## src/rtl/pkcan_pkg.sv

```systemverilog
package pkcan_pkg;
    localparam int SAMP_W = 8;
    localparam int MAG_W  = 2 * SAMP_W;
    localparam int NCAN   = 8;
    localparam int NSTAGE = 4;
    localparam int CNT_W  = $clog2(NCAN + 1);
    localparam int IDX_W  = $clog2(NCAN);
    localparam int SUM_W  = CNT_W + $clog2(NSTAGE);
    localparam int DLY_W  = 8;
    localparam int LEN_W  = 8;
    localparam logic [DLY_W-1:0] MIN_DLY = DLY_W'(5);

    // share of the pool owned by this stage
    typedef struct packed {
        logic [CNT_W-1:0] base;
        logic [CNT_W-1:0] cnt;
    } alloc_t;

    // how many samples the detector history holds
    typedef enum logic [1:0] {H_EMPTY, H_ONE, H_FULL} hist_e;

    function automatic logic [MAG_W-1:0] mag_sq(input logic signed [SAMP_W-1:0] a,
                                                 input logic signed [SAMP_W-1:0] b);
        logic signed [MAG_W-1:0] pa;
        logic signed [MAG_W-1:0] pb;
        pa = MAG_W'(a);
        pb = MAG_W'(b);
        pa = pa * pa;
        pb = pb * pb;
        return $unsigned(pa) + $unsigned(pb);
    endfunction

    function automatic logic [DLY_W-1:0] clamp_delay(input logic [DLY_W-1:0] d);
        return (d < MIN_DLY) ? MIN_DLY : d;
    endfunction
endpackage

```

## src/rtl/pkcan_peak_det.sv

```systemverilog
module pkcan_peak_det import pkcan_pkg::*; (
    input  logic                     clk,
    input  logic                     rst,
    input  logic                     samp_valid,
    input  logic signed [SAMP_W-1:0] samp_i,
    input  logic signed [SAMP_W-1:0] samp_q,
    input  logic [MAG_W-1:0]         det_thr,
    output logic                     peak_hit
);
    logic [MAG_W-1:0] mag_in;
    logic [MAG_W-1:0] mag_cur;
    logic [MAG_W-1:0] mag_prev;
    hist_e            hist;

    assign mag_in = mag_sq(samp_i, samp_q);

    // candidate is the held sample; the incoming one is its right neighbour
    assign peak_hit = samp_valid && (hist == H_FULL) &&
                      (mag_cur >= mag_prev) && (mag_cur > mag_in) &&
                      (mag_cur > det_thr);

    always_ff @(posedge clk) begin
        if (rst) begin
            mag_cur  <= '0;
            mag_prev <= '0;
            hist     <= H_EMPTY;
        end else if (samp_valid) begin
            mag_prev <= mag_cur;
            mag_cur  <= mag_in;
            case (hist)
                H_EMPTY: hist <= H_ONE;
                default: hist <= H_FULL;
            endcase
        end
    end

    // a peak is strictly above its successor, so the successor is never one
    assert_no_adjacent_R2: assert property (@(posedge clk) disable iff (rst)
        peak_hit |=> !peak_hit);
endmodule

```

## src/rtl/pkcan_sync_cfg.sv

```systemverilog
module pkcan_sync_cfg import pkcan_pkg::*; #(
    parameter int STAGE_ID = 0,
    parameter int NSRC     = 4,
    parameter int SEL_W    = 2
) (
    input  logic                    clk,
    input  logic                    rst,
    input  logic [NSTAGE*CNT_W-1:0] req_cnt,
    input  logic [SEL_W-1:0]        rsync_sel,
    input  logic [NSRC-1:0]         rsync_src,
    input  logic                    cancel_sync,
    input  logic [DLY_W-1:0]        req_delay,
    input  logic [LEN_W-1:0]        req_len,
    output alloc_t                  act,
    output logic [DLY_W-1:0]        act_delay,
    output logic [LEN_W-1:0]        act_len,
    output logic                    alloc_err
);
    logic             res_evt;
    logic [SUM_W-1:0] req_sum;
    logic [SUM_W-1:0] req_base;
    logic             req_ok;

    assign res_evt = rsync_src[rsync_sel];

    always_comb begin
        req_sum  = '0;
        req_base = '0;
        for (int s = 0; s < NSTAGE; s++) begin
            if (s < STAGE_ID)
                req_base = req_base + SUM_W'(req_cnt[s*CNT_W +: CNT_W]);
            req_sum = req_sum + SUM_W'(req_cnt[s*CNT_W +: CNT_W]);
        end
    end

    assign req_ok = (req_sum <= SUM_W'(NCAN));

    always_ff @(posedge clk) begin
        if (rst) begin
            act       <= '0;
            alloc_err <= 1'b0;
        end else if (res_evt) begin
            if (req_ok) begin
                act.base <= CNT_W'(req_base);
                act.cnt  <= req_cnt[STAGE_ID*CNT_W +: CNT_W];
            end else begin
                alloc_err <= 1'b1;
            end
        end
    end

    always_ff @(posedge clk) begin
        if (rst) begin
            act_delay <= '0;
            act_len   <= '0;
        end else if (cancel_sync) begin
            act_delay <= clamp_delay(req_delay);
            act_len   <= req_len;
        end
    end

    assert_share_hold_R7: assert property (@(posedge clk) disable iff (rst)
        !res_evt |=> $stable(act));
    assert_share_fits_R8: assert property (@(posedge clk) disable iff (rst)
        (SUM_W'(act.base) + SUM_W'(act.cnt)) <= SUM_W'(NCAN));
    assert_err_sticky_R8: assert property (@(posedge clk) disable iff (rst)
        alloc_err |=> alloc_err);
    assert_delay_hold_R9: assert property (@(posedge clk) disable iff (rst)
        !cancel_sync |=> ($stable(act_delay) && $stable(act_len)));
    assert_delay_floor_R9: assert property (@(posedge clk) disable iff (rst)
        (act_delay == '0) || (act_delay >= MIN_DLY));
endmodule

```

## src/rtl/pkcan_pool.sv

```systemverilog
module pkcan_pool import pkcan_pkg::*; #(
    parameter int MISS_W = 8
) (
    input  logic              clk,
    input  logic              rst,
    input  logic              peak_hit,
    input  alloc_t            alloc,
    input  logic [DLY_W-1:0]  act_delay,
    input  logic [LEN_W-1:0]  act_len,
    input  logic [MAG_W-1:0]  gain_thr,
    output logic              asg_valid,
    output logic [IDX_W-1:0]  asg_idx,
    output logic [MAG_W-1:0]  asg_target,
    output logic [DLY_W-1:0]  asg_delay,
    output logic [MISS_W-1:0] missed_cnt
);
    logic [NCAN-1:0][LEN_W-1:0] timer;
    logic [NCAN-1:0]            free;
    logic [IDX_W-1:0]           gslot;
    logic                       gfound;
    logic                       take;

    generate
        for (genvar k = 0; k < NCAN; k++) begin : g_free
            assign free[k] = (CNT_W'(k) < alloc.cnt) && (timer[k] == '0);
        end
    endgenerate

    // lowest-numbered free slot wins
    always_comb begin
        gslot  = '0;
        gfound = 1'b0;
        for (int k = NCAN - 1; k >= 0; k--) begin
            if (free[k]) begin
                gfound = 1'b1;
                gslot  = IDX_W'(k);
            end
        end
    end

    assign take = peak_hit && gfound;

    always_ff @(posedge clk) begin
        if (rst) begin
            timer <= '0;
        end else begin
            for (int k = 0; k < NCAN; k++) begin
                if (take && (gslot == IDX_W'(k)))
                    timer[k] <= act_len;
                else if (timer[k] != '0)
                    timer[k] <= timer[k] - 1'b1;
            end
        end
    end

    always_ff @(posedge clk) begin
        if (rst) begin
            asg_valid  <= 1'b0;
            asg_idx    <= '0;
            asg_target <= '0;
            asg_delay  <= '0;
            missed_cnt <= '0;
        end else begin
            asg_valid <= take;
            if (take) begin
                asg_idx    <= IDX_W'(alloc.base + CNT_W'(gslot));
                asg_target <= gain_thr;
                asg_delay  <= act_delay;
            end
            if (peak_hit && !gfound && (missed_cnt != '1))
                missed_cnt <= missed_cnt + 1'b1;
        end
    end

    assert_idx_in_share_R4: assert property (@(posedge clk) disable iff (rst)
        asg_valid |-> ((CNT_W'(asg_idx) >= $past(alloc.base)) &&
                       (CNT_W'(asg_idx) < ($past(alloc.base) + $past(alloc.cnt)))));
    assert_miss_step_R6: assert property (@(posedge clk) disable iff (rst)
        MISS_W'(missed_cnt - $past(missed_cnt)) <= MISS_W'(1));
    assert_miss_sat_R6: assert property (@(posedge clk) disable iff (rst)
        (missed_cnt == '1) |=> (missed_cnt == '1));
    assert_event_not_missed_R6: assert property (@(posedge clk) disable iff (rst)
        asg_valid |-> (missed_cnt == $past(missed_cnt)));
endmodule

```

## src/rtl/pkcan_stage_ctrl.sv

```systemverilog
module pkcan_stage_ctrl import pkcan_pkg::*; #(
    parameter int STAGE_ID = 0,
    parameter int NSRC     = 4,
    parameter int MISS_W   = 8,
    localparam int SEL_W   = $clog2(NSRC)
) (
    input  logic                     clk,
    input  logic                     rst,
    input  logic                     samp_valid,
    input  logic signed [SAMP_W-1:0] samp_i,
    input  logic signed [SAMP_W-1:0] samp_q,
    input  logic [MAG_W-1:0]         det_thr,
    input  logic [MAG_W-1:0]         gain_thr,
    input  logic [NSTAGE*CNT_W-1:0]  req_cnt,
    input  logic [SEL_W-1:0]         rsync_sel,
    input  logic [NSRC-1:0]          rsync_src,
    input  logic                     cancel_sync,
    input  logic [DLY_W-1:0]         req_delay,
    input  logic [LEN_W-1:0]         req_len,
    output logic                     asg_valid,
    output logic [IDX_W-1:0]         asg_idx,
    output logic [MAG_W-1:0]         asg_target,
    output logic [DLY_W-1:0]         asg_delay,
    output logic [MISS_W-1:0]        missed_cnt,
    output logic                     alloc_err
);
    logic             peak_hit;
    alloc_t           act;
    logic [DLY_W-1:0] act_delay;
    logic [LEN_W-1:0] act_len;

    pkcan_peak_det u_det (
        .clk        (clk),
        .rst        (rst),
        .samp_valid (samp_valid),
        .samp_i     (samp_i),
        .samp_q     (samp_q),
        .det_thr    (det_thr),
        .peak_hit   (peak_hit)
    );

    pkcan_sync_cfg #(
        .STAGE_ID (STAGE_ID),
        .NSRC     (NSRC),
        .SEL_W    (SEL_W)
    ) u_cfg (
        .clk         (clk),
        .rst         (rst),
        .req_cnt     (req_cnt),
        .rsync_sel   (rsync_sel),
        .rsync_src   (rsync_src),
        .cancel_sync (cancel_sync),
        .req_delay   (req_delay),
        .req_len     (req_len),
        .act         (act),
        .act_delay   (act_delay),
        .act_len     (act_len),
        .alloc_err   (alloc_err)
    );

    pkcan_pool #(
        .MISS_W (MISS_W)
    ) u_pool (
        .clk        (clk),
        .rst        (rst),
        .peak_hit   (peak_hit),
        .alloc      (act),
        .act_delay  (act_delay),
        .act_len    (act_len),
        .gain_thr   (gain_thr),
        .asg_valid  (asg_valid),
        .asg_idx    (asg_idx),
        .asg_target (asg_target),
        .asg_delay  (asg_delay),
        .missed_cnt (missed_cnt)
    );
endmodule

```

## config.mk

```make
export PLATFORM = sky130hd
export DESIGN_NAME = pkcan_stage_ctrl
export DESIGN_NICKNAME = d
export VERILOG_FILES = /design/src/rtl/pkcan_pkg.sv /design/src/rtl/pkcan_peak_det.sv /design/src/rtl/pkcan_sync_cfg.sv /design/src/rtl/pkcan_pool.sv /design/src/rtl/pkcan_stage_ctrl.sv
export SDC_FILE = /design/constraint.sdc
export NUM_CORES = 1
export LEC_CHECK = 0
export ABC_AREA = 1
export ABC_CLOCK_PERIOD_IN_PS = 11400
export BUFFER_PORTS_ARGS = -buffer_cell sky130_fd_sc_hd__buf_2
export CAP_MARGIN = 20
export CORE_UTILIZATION = 60
export DETAILED_ROUTE_END_ITERATION = 12
export PLACE_DENSITY = 0.85
export SLEW_MARGIN = 20
export SYNTH_ARGS = -nofsm -noshare
export SYNTH_HDL_FRONTEND = slang
export SYNTH_SLANG_ARGS = --single-unit
```

## constraint.sdc

```tcl
create_clock -name clk -period 11.4 [get_ports clk]
set_clock_uncertainty 0.15 [all_clocks]
set_input_delay 1.71 -clock clk [delete_from_list [all_inputs] [get_ports clk]]
set_output_delay 1.71 -clock clk [all_outputs]
set_load 0.01 [all_outputs]
```

==> results.md <==
- RSZ-0062 raised after global routing: no
- Fin Setup TNS: 0 ns
- Main combinational cell family by area after synthesis: adder cells
- Fin area: 14700 sq um
- Register Area: 3100 sq um
- Critical path startpoint category: input port
- Drt pass-1 iters: 5
- Port-buffer cells: 126
- Asr flop ratio synth: 0
- I/O pins: 127
- Status: complete, no violations
- CTS tree: yes
- Most common cell after layout, fill and taps aside: inv_1
- Iter 0 DRT Violations: 709
- Combinational share of power: 0.729
- Number of global-route vias before repair: 11.2k
- Post-synthesis mux area share: 0
- Post-Syn Instances: 1757
- Die area: 22900 sq um
- F_max: 114 MHz
- Fill cells: 1745
- Final min period: 8.77 ns
- Antenna Nets Post-Route: 0
- Sequential power share: 0.156
- Clock sinks: 155
- Initial core utilization: 0.613
- Clock power share: 0.115
- Total power per unit cell area: 345 nW/um^2
- Vias/cell: 5.35
- Non-Filler Instances: 2141
- Worst-Margin Slew: 1.01 ns
- Crit. End Element: flop
- Slew Limit Fails: 0
- Period utilisation layout: 0.769
- Critical Path RT: 11.60 ns
- Hold Crit Class: flop to flop
- Placed cells: 2109
- EDFF count, synth: 0
- Post-synthesis sequential area ratio: 0.232
- DIE HEIGHT: 151 microns
- Sw Ratio: 0.512
- Number of synthesized register bits: 155
- Total GRT Usage: 0.276
- Int Pwr: 2480 uW
- Layout cells sized above 1: 0.114
- Standard cell with the maximum stage delay on the critical path: fa_1
- Net Sw Power: 2600 uW
- Num CTS Buffers: 17
- Worst-path clk slew: 0.07 ns
- Worst path most repeated cell: fa_1
- Worst Hold Endpoint: u_pool.asg_delay[2]$_SDFFE_PP0P_
- Hold Crit Start: u_cfg.act_delay[2]$_SDFFE_PP0P_
- CTS hold repair buffers: 0
- Post-Syn Area per Cell: 7.61 sq um
- Crit Reg-Reg Endpoint: u_pool.asg_idx[1]$_SDFFE_PP0P_
- Setup violators final: 0
- Max VDD drop: 0.364 mV
- # diodes: 0
- Crit path max-delay family: adder cells
- Setup Fix Bufs, Post-CTS: 0
- Adder-Cell Fraction of Synth Area: 0.287
- Synth Area in Simple Gates: 0.190
- First-pass GRT wire length: 50.2 mm
- Area grow syn2layout: 10.1%
- Hold Slack: 0.307 ns
- Root Buffer: clkbuf_16
- MaxCap Viol Count: 0
- Post-synth cell types: 48
- LEAKAGE: 0.00757 uW
- Crit Path Max Fanout: 28
- Hold Path Depth: 2
- H-tree depth: 4
- Post-route DRC violation count: 0
- Pin count of the biggest net entering global routing: 84
- Slowest Stage Delay on Critical Path: 0.55 ns
- Compound-Gate Fraction of Synth Area: 0.119
- Multi-input logic area: 8680 sq um
- Gr ovfl total: 0
- Total power draw: 5080 uW
- Vias: 11.5k
- Hold Fails Final Rpt: 0
- Synthesized cell area: 13400 sq um
- Hpwl dp: 22.7 mm
- Synthesized Nets: 2084
- Post-Route WL: 29.9 mm
- Slew margin rel.: 0.329
- Chip width: 151 microns
- Commonest non-fill, non-tap cells in the layout: inv_1, nand2_1, a21oi_1
- Xor/xnor share of the synthesized area: 0.0530
- Critical path buffers and inverters: 6
- Post-cts resize count: 0
- Drt wl/cell: 14.0 microns
- RD Place Congestion: 0.863
- Number of placement rows: 54
- Reg2Reg Setup Slack: 8.61 ns
- Buffer levels on the longest clock path: 2
- Reg2reg start: u_det.mag_cur[9]$_SDFFE_PP0P_
- Core Footprint: 21800 sq um
- Clock insertion delay at the later pin of the skew report: 0.44 ns
- Placement Cell Area: 14100 sq um
- R2R cell count: 13
- Synth warnings: 0
- # nets final: 2175
- Most used DFF post-synth: dfxtp_1
- Initial antenna violation count: 0
- Crit path kind: input port to flop
- WP data arrival: 8.97 ns
==> area by class of cell <==
| type | count | share of cell area |
|---|---|---|
| multi-input cells | 1186 | 0.589 |
| flip-flops and latches | 155 | 0.211 |
| inverters | 361 | 0.0921 |
| repair buffers | 127 | 0.0433 |
| clock buffers | 20 | 0.0297 |
| well taps | 280 | 0.0238 |
| clock inverters | 12 | 0.0110 |
==> worst reg2reg max path: cells and delay by family (launching register included) <==
kind,cells,cell delay (ns)
AND/OR/NAND/NOR,6,0.84
AO/OA/AOI/OAI,4,0.62
flip-flops,1,0.43
buffers and inverters,2,0.32
adder cells (fa/ha/maj),1,0.29
==> cells in the mapped netlist (11+ instances only) <==
cell        n  area [sq um]
ha_1      120          1500
nor2_4     11           124
xor2_1     55           482
dfxtp_1   155          3100
xnor2_1    26           228
nor2_1    125           469
nand2_1   303          1140
nand4_1    15          93.8
nand3_1    34           170
fa_1      117          2340
nand2_2    14          87.6
inv_1     354          1330
clkbuf_1   42           158
o21ai_0    90           450
o21ai_1    11          55.1
a21oi_1   184           921
nor3_1     27           135
==> through the flow <==
stage           util  setup slack [ns]
5_1_grt        0.675              2.03
4_1_cts        0.675              2.63
2_1_floorplan      -              3.01
6_report       0.675              2.63
3_3_place_gp   0.647              2.49
3_5_place_dp   0.647              2.19
==> worst max path at each step <==
stage | start | to | slack [ns] | cells past startpoint
finish | samp_q[7] | u_pool.asg_idx[1]$_SDFFE_PP0P_ | 2.63 | 30
global route | samp_q[2] | u_pool.asg_idx[1]$_SDFFE_PP0P_ | 2.03 | 32
CTS | samp_q[7] | u_pool.asg_idx[1]$_SDFFE_PP0P_ | 2.63 | 35
detailed placement | samp_q[7] | u_pool.asg_idx[1]$_SDFFE_PP0P_ | 2.19 | 35
global placement | samp_q[7] | u_pool.asg_idx[0]$_SDFFE_PP0P_ | 2.49 | 35
floorplan | samp_q[7] | u_pool.timer[48]$_SDFFE_PP0P_ | 3.01 | 36
==> cells by family after synthesis <==
logic type                 count (synthesis)
DFF                                      155
and+or+nand+nor                          562
adders and majority gates                237
buffers and inverters                    416
xor gates and xnor gates                  81
AOI/OAI and AO/OA                        306
==> registers in the layout (all words and copies together), names as in the netlist <==
signal,count
u_pool.missed_cnt,8
u_pool.timer,64
u_pool.asg_delay,8
u_pool.asg_idx,3
u_cfg.alloc_err,1
u_cfg.act_delay,8
u_det.hist,2
u_cfg.act_len,8
u_det.mag_prev,16
u_det.mag_cur,16
u_pool.asg_target,16
u_cfg.act,4
u_pool.asg_valid,1
==> routing by layer <==
metal | global-route usage | share of wire | vias to the layer above
met2 | 0.484 | 0.50 | 352
met4 | 0.0990 | 0.024 | 0
met5 | 0 | 0 | -
met1 | 0.338 | 0.42 | 5386
li1 | - | - | 5652
met3 | 0.0470 | 0.054 | 70
==> power groups by stage <==
stage	clock (uW)	combinational, uW	sequential (uW)
5_1_grt	611	4310	806
3_5_place_dp	0	3650	797
6_report	584	3700	792
4_1_cts	587	3690	789
3_3_place_gp	0	3470	793
2_1_floorplan	0	2940	765
Note: power is estimated with default switching activity, not from simulation.
